==> src/rtl/irda_stuff_pkg.sv <==
package irda_stuff_pkg;

  localparam int unsigned BYTE_W = 8;

  localparam logic [BYTE_W-1:0] ESC_PREFIX = 8'h7D;
  localparam logic [BYTE_W-1:0] ESC_XOR    = 8'h20;
  localparam logic [BYTE_W-1:0] PRESYNC_CH = 8'h7F;
  localparam logic [BYTE_W-1:0] HS_FLAG    = 8'h7E;
  localparam logic [BYTE_W-1:0] LS_START   = 8'hC0;
  localparam logic [BYTE_W-1:0] LS_END     = 8'hC1;

  typedef enum logic [1:0] {
    LINK_SLOW  = 2'd0,
    LINK_MED   = 2'd1,
    LINK_FAST  = 2'd2,
    LINK_SLOW2 = 2'd3
  } link_mode_e;

  typedef enum logic [2:0] {
    ST_IDLE,
    ST_PRE,
    ST_OPEN,
    ST_BODY,
    ST_ESC,
    ST_CLOSE
  } stuff_state_e;

  function automatic logic is_slow(input link_mode_e m);
    return (m == LINK_SLOW) || (m == LINK_SLOW2);
  endfunction

  function automatic logic [BYTE_W-1:0] open_flag(input link_mode_e m);
    return is_slow(m) ? LS_START : HS_FLAG;
  endfunction

  function automatic logic [BYTE_W-1:0] close_flag(input link_mode_e m);
    return is_slow(m) ? LS_END : HS_FLAG;
  endfunction

  function automatic logic needs_escape(input link_mode_e m, input logic [BYTE_W-1:0] b);
    logic hit;
    hit = (b == ESC_PREFIX);
    case (m)
      LINK_MED:  hit = hit || (b == HS_FLAG);
      LINK_FAST: hit = hit || (b == HS_FLAG) || (b == PRESYNC_CH);
      default:   hit = hit || (b == LS_START) || (b == LS_END);
    endcase
    return hit;
  endfunction

  function automatic logic [BYTE_W-1:0] escaped_byte(input logic [BYTE_W-1:0] b);
    return b ^ ESC_XOR;
  endfunction

endpackage

==> src/rtl/irda_esc_classify.sv <==
module irda_esc_classify
  import irda_stuff_pkg::*;
(
  input  link_mode_e        mode_i,
  input  logic [BYTE_W-1:0] byte_i,
  output logic              reserved_o,
  output logic [BYTE_W-1:0] second_o
);

  always_comb begin
    reserved_o = needs_escape(mode_i, byte_i);
    second_o   = escaped_byte(byte_i);
  end

  // the second escape byte always differs from the prefix
  always_comb begin
    if (reserved_o) begin
      a_r4_second_not_prefix: assert (second_o != ESC_PREFIX);
    end
  end

endmodule

==> src/rtl/irda_presync_count.sv <==
module irda_presync_count #(
  parameter int unsigned COUNT = 1
) (
  input  logic clk,
  input  logic rst_n,
  input  logic step_i,
  output logic last_o
);

  localparam int unsigned CW   = (COUNT > 1) ? $clog2(COUNT) : 1;
  localparam int unsigned LAST = (COUNT > 0) ? COUNT - 1 : 0;

  logic [CW-1:0] cnt_q;

  assign last_o = (cnt_q == CW'(LAST));

  always_ff @(posedge clk) begin
    if (!rst_n) begin
      cnt_q <= '0;
    end else if (step_i) begin
      cnt_q <= last_o ? '0 : cnt_q + 1'b1;
    end
  end

  // the counter never runs past the last pre-sync slot
  a_r3_cnt_in_range: assert property (@(posedge clk) disable iff (!rst_n)
    cnt_q <= CW'(LAST));

endmodule

==> src/rtl/irda_stuff_seq.sv <==
module irda_stuff_seq
  import irda_stuff_pkg::*;
#(
  parameter int unsigned PRESYNC_N = 1
) (
  input  logic              clk,
  input  logic              rst_n,
  input  link_mode_e        mode_in,
  input  logic              in_valid,
  input  logic              in_sof,
  input  logic              in_eof,
  input  logic [BYTE_W-1:0] in_data,
  output logic              in_ready,
  output logic              out_valid,
  output logic [BYTE_W-1:0] out_data,
  input  logic              out_ready,
  output link_mode_e        mode_q,
  input  logic              cls_reserved,
  input  logic [BYTE_W-1:0] cls_second,
  output logic              pre_step,
  input  logic              pre_last
);

  stuff_state_e      state_q, state_d;
  logic [BYTE_W-1:0] esc_q;
  logic              last_q;

  // named events for the assertions
  logic out_fire;
  logic frame_start;
  logic esc_begin;
  logic idle_drop;
  logic in_frame;

  assign out_fire    = out_valid && out_ready;
  assign frame_start = (state_q == ST_IDLE) && in_valid && in_sof;
  assign idle_drop   = (state_q == ST_IDLE) && in_valid && !in_sof;
  assign esc_begin   = (state_q == ST_BODY) && out_fire && cls_reserved;
  assign pre_step    = (state_q == ST_PRE) && out_fire;
  assign in_frame    = (state_q != ST_IDLE);

  // output and input handshake per state
  always_comb begin
    in_ready  = 1'b0;
    out_valid = 1'b0;
    out_data  = '0;
    unique case (state_q)
      ST_IDLE: begin
        in_ready = !in_sof;
      end
      ST_PRE: begin
        out_valid = 1'b1;
        out_data  = PRESYNC_CH;
      end
      ST_OPEN: begin
        out_valid = 1'b1;
        out_data  = open_flag(mode_q);
      end
      ST_BODY: begin
        out_valid = in_valid;
        out_data  = cls_reserved ? ESC_PREFIX : in_data;
        in_ready  = out_ready;
      end
      ST_ESC: begin
        out_valid = 1'b1;
        out_data  = esc_q;
      end
      ST_CLOSE: begin
        out_valid = 1'b1;
        out_data  = close_flag(mode_q);
      end
      default: begin
        out_valid = 1'b0;
      end
    endcase
  end

  // next state
  always_comb begin
    state_d = state_q;
    unique case (state_q)
      ST_IDLE: begin
        if (frame_start) begin
          state_d = ((mode_in == LINK_FAST) && (PRESYNC_N > 0)) ? ST_PRE : ST_OPEN;
        end
      end
      ST_PRE: begin
        if (pre_step && pre_last) state_d = ST_OPEN;
      end
      ST_OPEN: begin
        if (out_fire) state_d = ST_BODY;
      end
      ST_BODY: begin
        if (out_fire) begin
          if (cls_reserved)  state_d = ST_ESC;
          else if (in_eof)   state_d = ST_CLOSE;
        end
      end
      ST_ESC: begin
        if (out_fire) state_d = last_q ? ST_CLOSE : ST_BODY;
      end
      ST_CLOSE: begin
        if (out_fire) state_d = ST_IDLE;
      end
      default: state_d = ST_IDLE;
    endcase
  end

  always_ff @(posedge clk) begin
    if (!rst_n) begin
      state_q <= ST_IDLE;
      mode_q  <= LINK_SLOW;
      esc_q   <= '0;
      last_q  <= 1'b0;
    end else begin
      state_q <= state_d;
      if (frame_start) begin
        mode_q <= mode_in;
      end
      if (esc_begin) begin
        esc_q  <= cls_second;
        last_q <= in_eof;
      end
    end
  end

  // an offered byte stays put until taken
  a_r8_out_hold: assert property (@(posedge clk) disable iff (!rst_n)
    (out_valid && !out_ready) |=> (out_valid && $stable(out_data)));

  // taking an escape prefix blocks the input for the next cycle
  a_r7_esc_blocks_input: assert property (@(posedge clk) disable iff (!rst_n)
    esc_begin |=> !in_ready);

  // the byte after an accepted prefix is the taken byte XOR 0x20
  a_r4_second_byte: assert property (@(posedge clk) disable iff (!rst_n)
    esc_begin |=> (out_valid && (out_data == ($past(in_data) ^ ESC_XOR))));

  // the frame mode does not move while a frame is open
  a_r6_mode_hold: assert property (@(posedge clk) disable iff (!rst_n)
    (in_frame && $past(in_frame)) |-> $stable(mode_q));

  // a stray byte in idle does not open a frame
  a_r9_drop_stays_idle: assert property (@(posedge clk) disable iff (!rst_n)
    idle_drop |=> !in_frame);

  // the last pre-sync byte is followed by the high-speed flag
  a_r3_flag_after_presync: assert property (@(posedge clk) disable iff (!rst_n)
    (pre_step && pre_last) |=> (out_valid && (out_data == HS_FLAG)));

endmodule

==> src/rtl/irda_frame_stuffer.sv <==
module irda_frame_stuffer
  import irda_stuff_pkg::*;
#(
  parameter int unsigned PRESYNC_N = 1
) (
  input  logic       clk,
  input  logic       rst_n,
  input  logic [1:0] mode,
  input  logic       in_valid,
  output logic       in_ready,
  input  logic [7:0] in_data,
  input  logic       in_sof,
  input  logic       in_eof,
  output logic       out_valid,
  input  logic       out_ready,
  output logic [7:0] out_data
);

  link_mode_e        mode_sel;
  link_mode_e        mode_held;
  logic              cls_reserved;
  logic [BYTE_W-1:0] cls_second;
  logic              pre_step;
  logic              pre_last;

  assign mode_sel = link_mode_e'(mode);

  irda_esc_classify u_classify (
    .mode_i     (mode_held),
    .byte_i     (in_data),
    .reserved_o (cls_reserved),
    .second_o   (cls_second)
  );

  irda_presync_count #(
    .COUNT (PRESYNC_N)
  ) u_presync (
    .clk    (clk),
    .rst_n  (rst_n),
    .step_i (pre_step),
    .last_o (pre_last)
  );

  irda_stuff_seq #(
    .PRESYNC_N (PRESYNC_N)
  ) u_seq (
    .clk          (clk),
    .rst_n        (rst_n),
    .mode_in      (mode_sel),
    .in_valid     (in_valid),
    .in_sof       (in_sof),
    .in_eof       (in_eof),
    .in_data      (in_data),
    .in_ready     (in_ready),
    .out_valid    (out_valid),
    .out_data     (out_data),
    .out_ready    (out_ready),
    .mode_q       (mode_held),
    .cls_reserved (cls_reserved),
    .cls_second   (cls_second),
    .pre_step     (pre_step),
    .pre_last     (pre_last)
  );

endmodule

==> config.mk <==
export PLATFORM = sky130hd
export DESIGN_NAME = irda_frame_stuffer
export DESIGN_NICKNAME = d
export VERILOG_FILES = /design/src/rtl/irda_stuff_pkg.sv /design/src/rtl/irda_esc_classify.sv /design/src/rtl/irda_presync_count.sv /design/src/rtl/irda_stuff_seq.sv /design/src/rtl/irda_frame_stuffer.sv
export SDC_FILE = /design/constraint.sdc
export NUM_CORES = 1
export LEC_CHECK = 0
export ABC_CLOCK_PERIOD_IN_PS = 1950
export BUFFER_PORTS_ARGS = -buffer_cell sky130_fd_sc_hd__buf_2
export CAP_MARGIN = 15
export CORE_UTILIZATION = 35
export CTS_BUF_LIST = sky130_fd_sc_hd__clkbuf_8
export DETAILED_ROUTE_END_ITERATION = 8
export GPL_TIMING_DRIVEN = 0
export HOLD_SLACK_MARGIN = 0.03
export REMOVE_ABC_BUFFERS = 1
export SYNTH_ARGS = -nofsm -noshare
export SYNTH_HDL_FRONTEND = slang
export SYNTH_SLANG_ARGS = --single-unit
==> constraint.sdc <==
create_clock -name clk -period 1.95 [get_ports clk]
set_input_delay 0.195 -clock clk [delete_from_list [all_inputs] [get_ports clk]]
set_output_delay 0.195 -clock clk [all_outputs]
set_load 0.01 [all_outputs]
; ---- Word-level counts from Yosys, hierarchy flattened
; Index checks and enable logic that the tools add are counted.
[totals]
regBits = 15
input_bits = 16
out_inout_bits = 10
[classes]
n_bitwise = 2
addsub = 1
n_eq_ne = 21
reduce_logical = 17
mux = 19
[op_table]
columns = op, count
row1 = $pmux W8 S5, 1
row2 = $mux W3, 9
row3 = $eq A8 B7 Y1 const B, 3
row4 = $mux W8, 3
row5 = $pmux W3 S6, 1
row6 = $eq A8 B8 Y1 const B, 2
row7 = $ne A2 B1 Y1 const B, 5
row8 = $logic_and A1 B1 Y1, 7
row9 = $reduce_and A7 Y1, 1
row10 = $eq A2 B2 Y1 const B, 3
row11 = $eq A3 B2 Y1 const B, 2
row12 = $eq A3 B3 Y1 const B, 2
row13 = $pmux W1 S2, 3
row14 = $logic_or A1 B1 Y1, 5
row15 = $reduce_or A4 Y1, 1
row16 = $eq A3 B1 Y1 const B, 1
row17 = $logic_not A3 Y1, 1
row18 = $ne A3 B2 Y1 const B, 1
row19 = $eq A2 B1 Y1 const B, 1
row20 = $logic_not A2 Y1, 1
row21 = $mux W2, 1
row22 = $ne A2 B2 Y1 const B, 1
row23 = $not A1 Y1, 2
row24 = $add A1 B1 Y1 const B, 1
row25 = 2 further kinds, 2

; ---- Longest topological paths before layout
[depth]
depth_word = 8
ltp_mapped = 7
depth_no_buf = 6

; ---- Hierarchy
; From an unflattened synthesis, not the netlist that was laid out.
[hier_totals]
hier_cells = 143
hier_area_um2 = 1172.4
[modules_own_cells]
columns = module, cells_per_inst, area_each_um2, seq_area_each_um2, instances
row1 = irda_stuff_seq, 120, 997.2, 280.3, 1
row2 = irda_esc_classify, 21, 163.9, 0.0, 1
row3 = irda_presync_count, 2, 11.3, 0.0, 1

; ---- Worst setup path after synthesis
; Ideal clock, no wire load.
[synth_timing]
path_type = flip-flop to output port
start = register u_seq.mode_q[0]
end = output out_data[7]
arrival_ns = 1.726
stages_incl_launch_ff = 7
path_slack_ns = 0.029
required_ns = 1.755
n_path_buf = 0
cell_sequence = dfxtp_1 -> inv_1 -> ha_1 -> nor2_1 -> a2111oi_4 -> a31oi_1 -> a221o_1
[synth_via]
elab_chain_len = 4
elab_cells_between_ends = 10
classes_between = eq/ne: 3 / mux: 5 / reduce/logical: 2
[synth_rtl]
columns = element, line
row1 = "start, declared", irda_stuff_seq.sv:17  ; output link_mode_e mode_q,
row2 = "start signal, assigned", irda_stuff_seq.sv:118  ; mode_q <= mode_in;
row3 = "$eq A2 B2 Y1, or another cell as far along", irda_stuff_pkg.sv:43  ; case (m)
row4 = $pmux W1 S2 / $logic_or A1 B1 Y1 (equally long branches), "irda_stuff_pkg.sv:43, irda_stuff_pkg.sv:29"
row5 = $mux W8 (on tied branches), "irda_stuff_seq.sv:61, irda_stuff_pkg.sv:33, irda_stuff_pkg.sv:37"
row6 = $pmux W8 S5 *, irda_stuff_seq.sv:47  ; unique case (state_q)
row7 = "end, declared", irda_frame_stuffer.sv:16  ; output logic [7:0] out_data
; Mark *: on every way between the ends. The rest lies on a longest branch, timed or not.

; ---- Worst setup path in the final report
; Same ends and word-level chain as after synthesis.

==> out/metrics.cfg <==
[run_status]
status=finished, violations left
violations=DRC, setup timing

[cts]
cts_buffers=3
cts.sinks=14
postCtsHoldBufs=0
cts_tree=built
clk_pin_slew_ns=0.07
clk_path_buf_depth=2
cts-root-buf=clkbuf_8
clock_latency_ns=0.25
htree_num_levels=1

[global_routing]
grt_max_degree=27
gr-total-overflow=0
met2_usage=0.294
grt_busiest_layer=met2
track_usage=0.180
met3_usage=0.0363
use_met1=0.233
grt_pass1_vias=1009
antenna_found_initial=0
grt_pass1_wl_mm=4.57

[detailed_routing]
finalWirelength_mm=2.79
drt_pass1_iterations=7
vias=1127
drc=2
drtAntennaViolNets=0
vias_per_cell=5.93
drt_iter0_drc=58
wl_per_cell_um=14.7

[critical_path]
cpMaxStageDelayCell=a221o_1
ff2ff_path_depth=7
reg2reg_slack_ns=0.01
path_cells=inv_2 > ha_4 > nor2_4 > a2111oi_4 > a31oi_4 > a221o_1 > buf_2
worstPathMaxFanout=6
crit_arrival_ns=1.92
r2r-end=u_seq.esc_q[3]
worstPathRequired_ns=1.75
max_stage_delay_ns=0.35
critical_path.endpoint_type=output pin
crit_path_start_kind=register
timing.rr.start=u_seq.mode_q[0]
crit_type=register to output pin

[final_layout]
regArea_um2=289
drive_above_1_share=0.321
area_growth_syn_to_layout_pct=25.1
multi_input_area_um2=746
fillerInstances=271
final_nets=178
antenna_cells=0

[yosys]
synth-edff-count=0
seq_area_frac_synth=0.262
synth_common_cells=nand2_1, dfxtp_1, mux2i_1
synth.area.mux_share=0.133
async_flop_share=0
synth_compound_area_frac=0.231
synth_most_common_cell=nand2_1
syn_avg_cell_area_um2=8.09
netlist-cell-type-count=43
synthSimpleGateAreaFrac=0.272
ys_ff_latch=14
syn_area_um2=1070
synth_xor_area_frac=0
yosys_warnings=0
synthCells=132
synth_top_area_frac=0.262
synthAdderAreaFrac=0.0234
synth_area_leaders=dfxtp_1, mux2i_1, nand2_1
synth_ff_type=dfxtp_1
synth_area_leader_cell=dfxtp_1
synth_top_family_by_area=simple AND/OR/NAND/NOR gates

[die]
fp.coreArea_um2=2830
die-area_um2=3280
die_y_um=57.3
die_w_um=57.3
placement_rows=19
start_util=0.378
top_level_ports=26

[timing]
skew_ns=0.00739
max_freq_mhz=473
hold_ws_ns=0.195
slew_violations=0
worstMarginPinSlew_ns=0.364
fin_crit_ns=2.11
rsz0062_at_grt=yes
hold_violations=0
setup_slack_ns=-0.163
setup_viol=7
relSlewSlack=0.756
fin_crit_sh=1.08

[job]
maxCapViolCount=0

[hold_path]
hold_depth=3
hp-start=mode[0]
min_to=u_seq.mode_q[0]
worstHoldPathType=input pin to register

[pwr]
total_power_mw=1.12
ir_drop_uv=339
powerDensity_nw_per_um2=839
p_leak_nw=0.550

[placement]
io_buffers=25
dpl.hpwl_mm=1.92
gp_congestion=0.859

## cell type report
class,count,area share
multi-input combinational,101,0.558
clock buffer,4,0.0412
timing repair buffer,32,0.133
inverter,8,0.0225
tap,31,0.0290
sequential,14,0.216
## cell usage in the layout (no fill, tap or decap), types with 2 or more instances in the layout
master | synthesis | final
buf_2 | 3 | 25
nand2_1 | 15 | 15
mux2i_1 | 12 | 12
dfxtp_1 | 14 | 9
nand3_1 | 8 | 8
inv_1 | 8 | 7
nor2_1 | 8 | 7
a22oi_1 | 7 | 7
buf_4 | 1 | 7
a21oi_1 | 4 | 4
a31oi_1 | 5 | 4
clkbuf_8 | 0 | 4
dfxtp_2 | 0 | 4
nand2b_1 | 3 | 3
nor3_1 | 4 | 3
o21ai_0 | 3 | 3
nand3b_1 | 3 | 3
nor3b_1 | 2 | 2
o22ai_1 | 2 | 2
o31a_1 | 2 | 2
nor2b_1 | 2 | 2
## worst max-delay path by stage
stage,startpoint,to,slack (ns),cells past startpoint
finish,u_seq.mode_q[0],out_data[7],-0.16,7
global route,u_seq.mode_q[0],out_data[3],-0.25,8
CTS,u_seq.mode_q[0],out_data[7],-0.19,6
detailed placement,u_seq.mode_q[0],u_seq.esc_q[0],-0.37,6
global placement,u_seq.mode_q[0],u_seq.esc_q[4],-0.29,6
floorplan,u_seq.mode_q[0],u_seq.esc_q[0],-0.04,6
## cells by family (layout without fill, tap and decap cells)
group                      after synthesis  in the layout
AOI/OAI and AO/OA                       32             32
and+or+nand+nor                         54             54
muxes                                   13             13
adders and majority gates                2              2
buffers and inverters                   17             44
DFF                                     14             14
## routing by layer
metal	wire length, um	up-vias	part of all wire
met1	1200	534	0.43
met3	176	7	0.063
met5	0	-	0
met2	1350	41	0.48
li1	-	545	-
met4	63	0	0.023
## flip-flops by register name (all words and copies together) (netlist names)
| signal | flops |
|---|---|
| u_seq.esc_q | 8 |
| u_seq.mode_q | 2 |
| u_seq.state_q | 3 |
| u_seq.last_q | 1 |
## report_power, final
part	internal (mW)	leakage [nW]	switching, mW
Clock	0.179	0.0288	0.114
Combinational	0.217	0.406	0.236
Sequential	0.306	0.116	0.0692
Total	0.703	0.550	0.419
## metrics by stage
| step | TNS, ns | setup slack [ns] | std cells | instance area [um^2] | utilization |
|---|---|---|---|---|---|
| floorplan | -0.344 | -0.0430 | 123 | 1010 | - |
| global placement | -3.20 | -0.291 | 179 | 1180 | 0.417 |
| detailed placement | -4.13 | -0.368 | 179 | 1180 | 0.417 |
| CTS | -1.99 | -0.191 | 188 | 1300 | 0.460 |
| global route | -2.01 | -0.247 | 190 | 1340 | 0.472 |
| finish | -0.890 | -0.163 | 190 | 1340 | 0.472 |
## what timing repair did
| action | CTS | global route |
|---|---|---|
| setup endpoints to repair | 18 | 16 |
| buffers inserted | 5 | 2 |
| pin swaps | 5 | 3 |
| endpoints found under the hold margin | 0 | 0 |
| resized for setup | 10 | 5 |
## worst max-delay path: cells and delay by family (launching register included)
family	cells	cell delay (ns)
AOI/OAI and AO/OA	3	0.78
and+or+nand+nor	1	0.04
buffers and inverters	2	0.19
DFF	1	0.33
adders and majority gates	1	0.31
(Power assumes the default switching activity.)
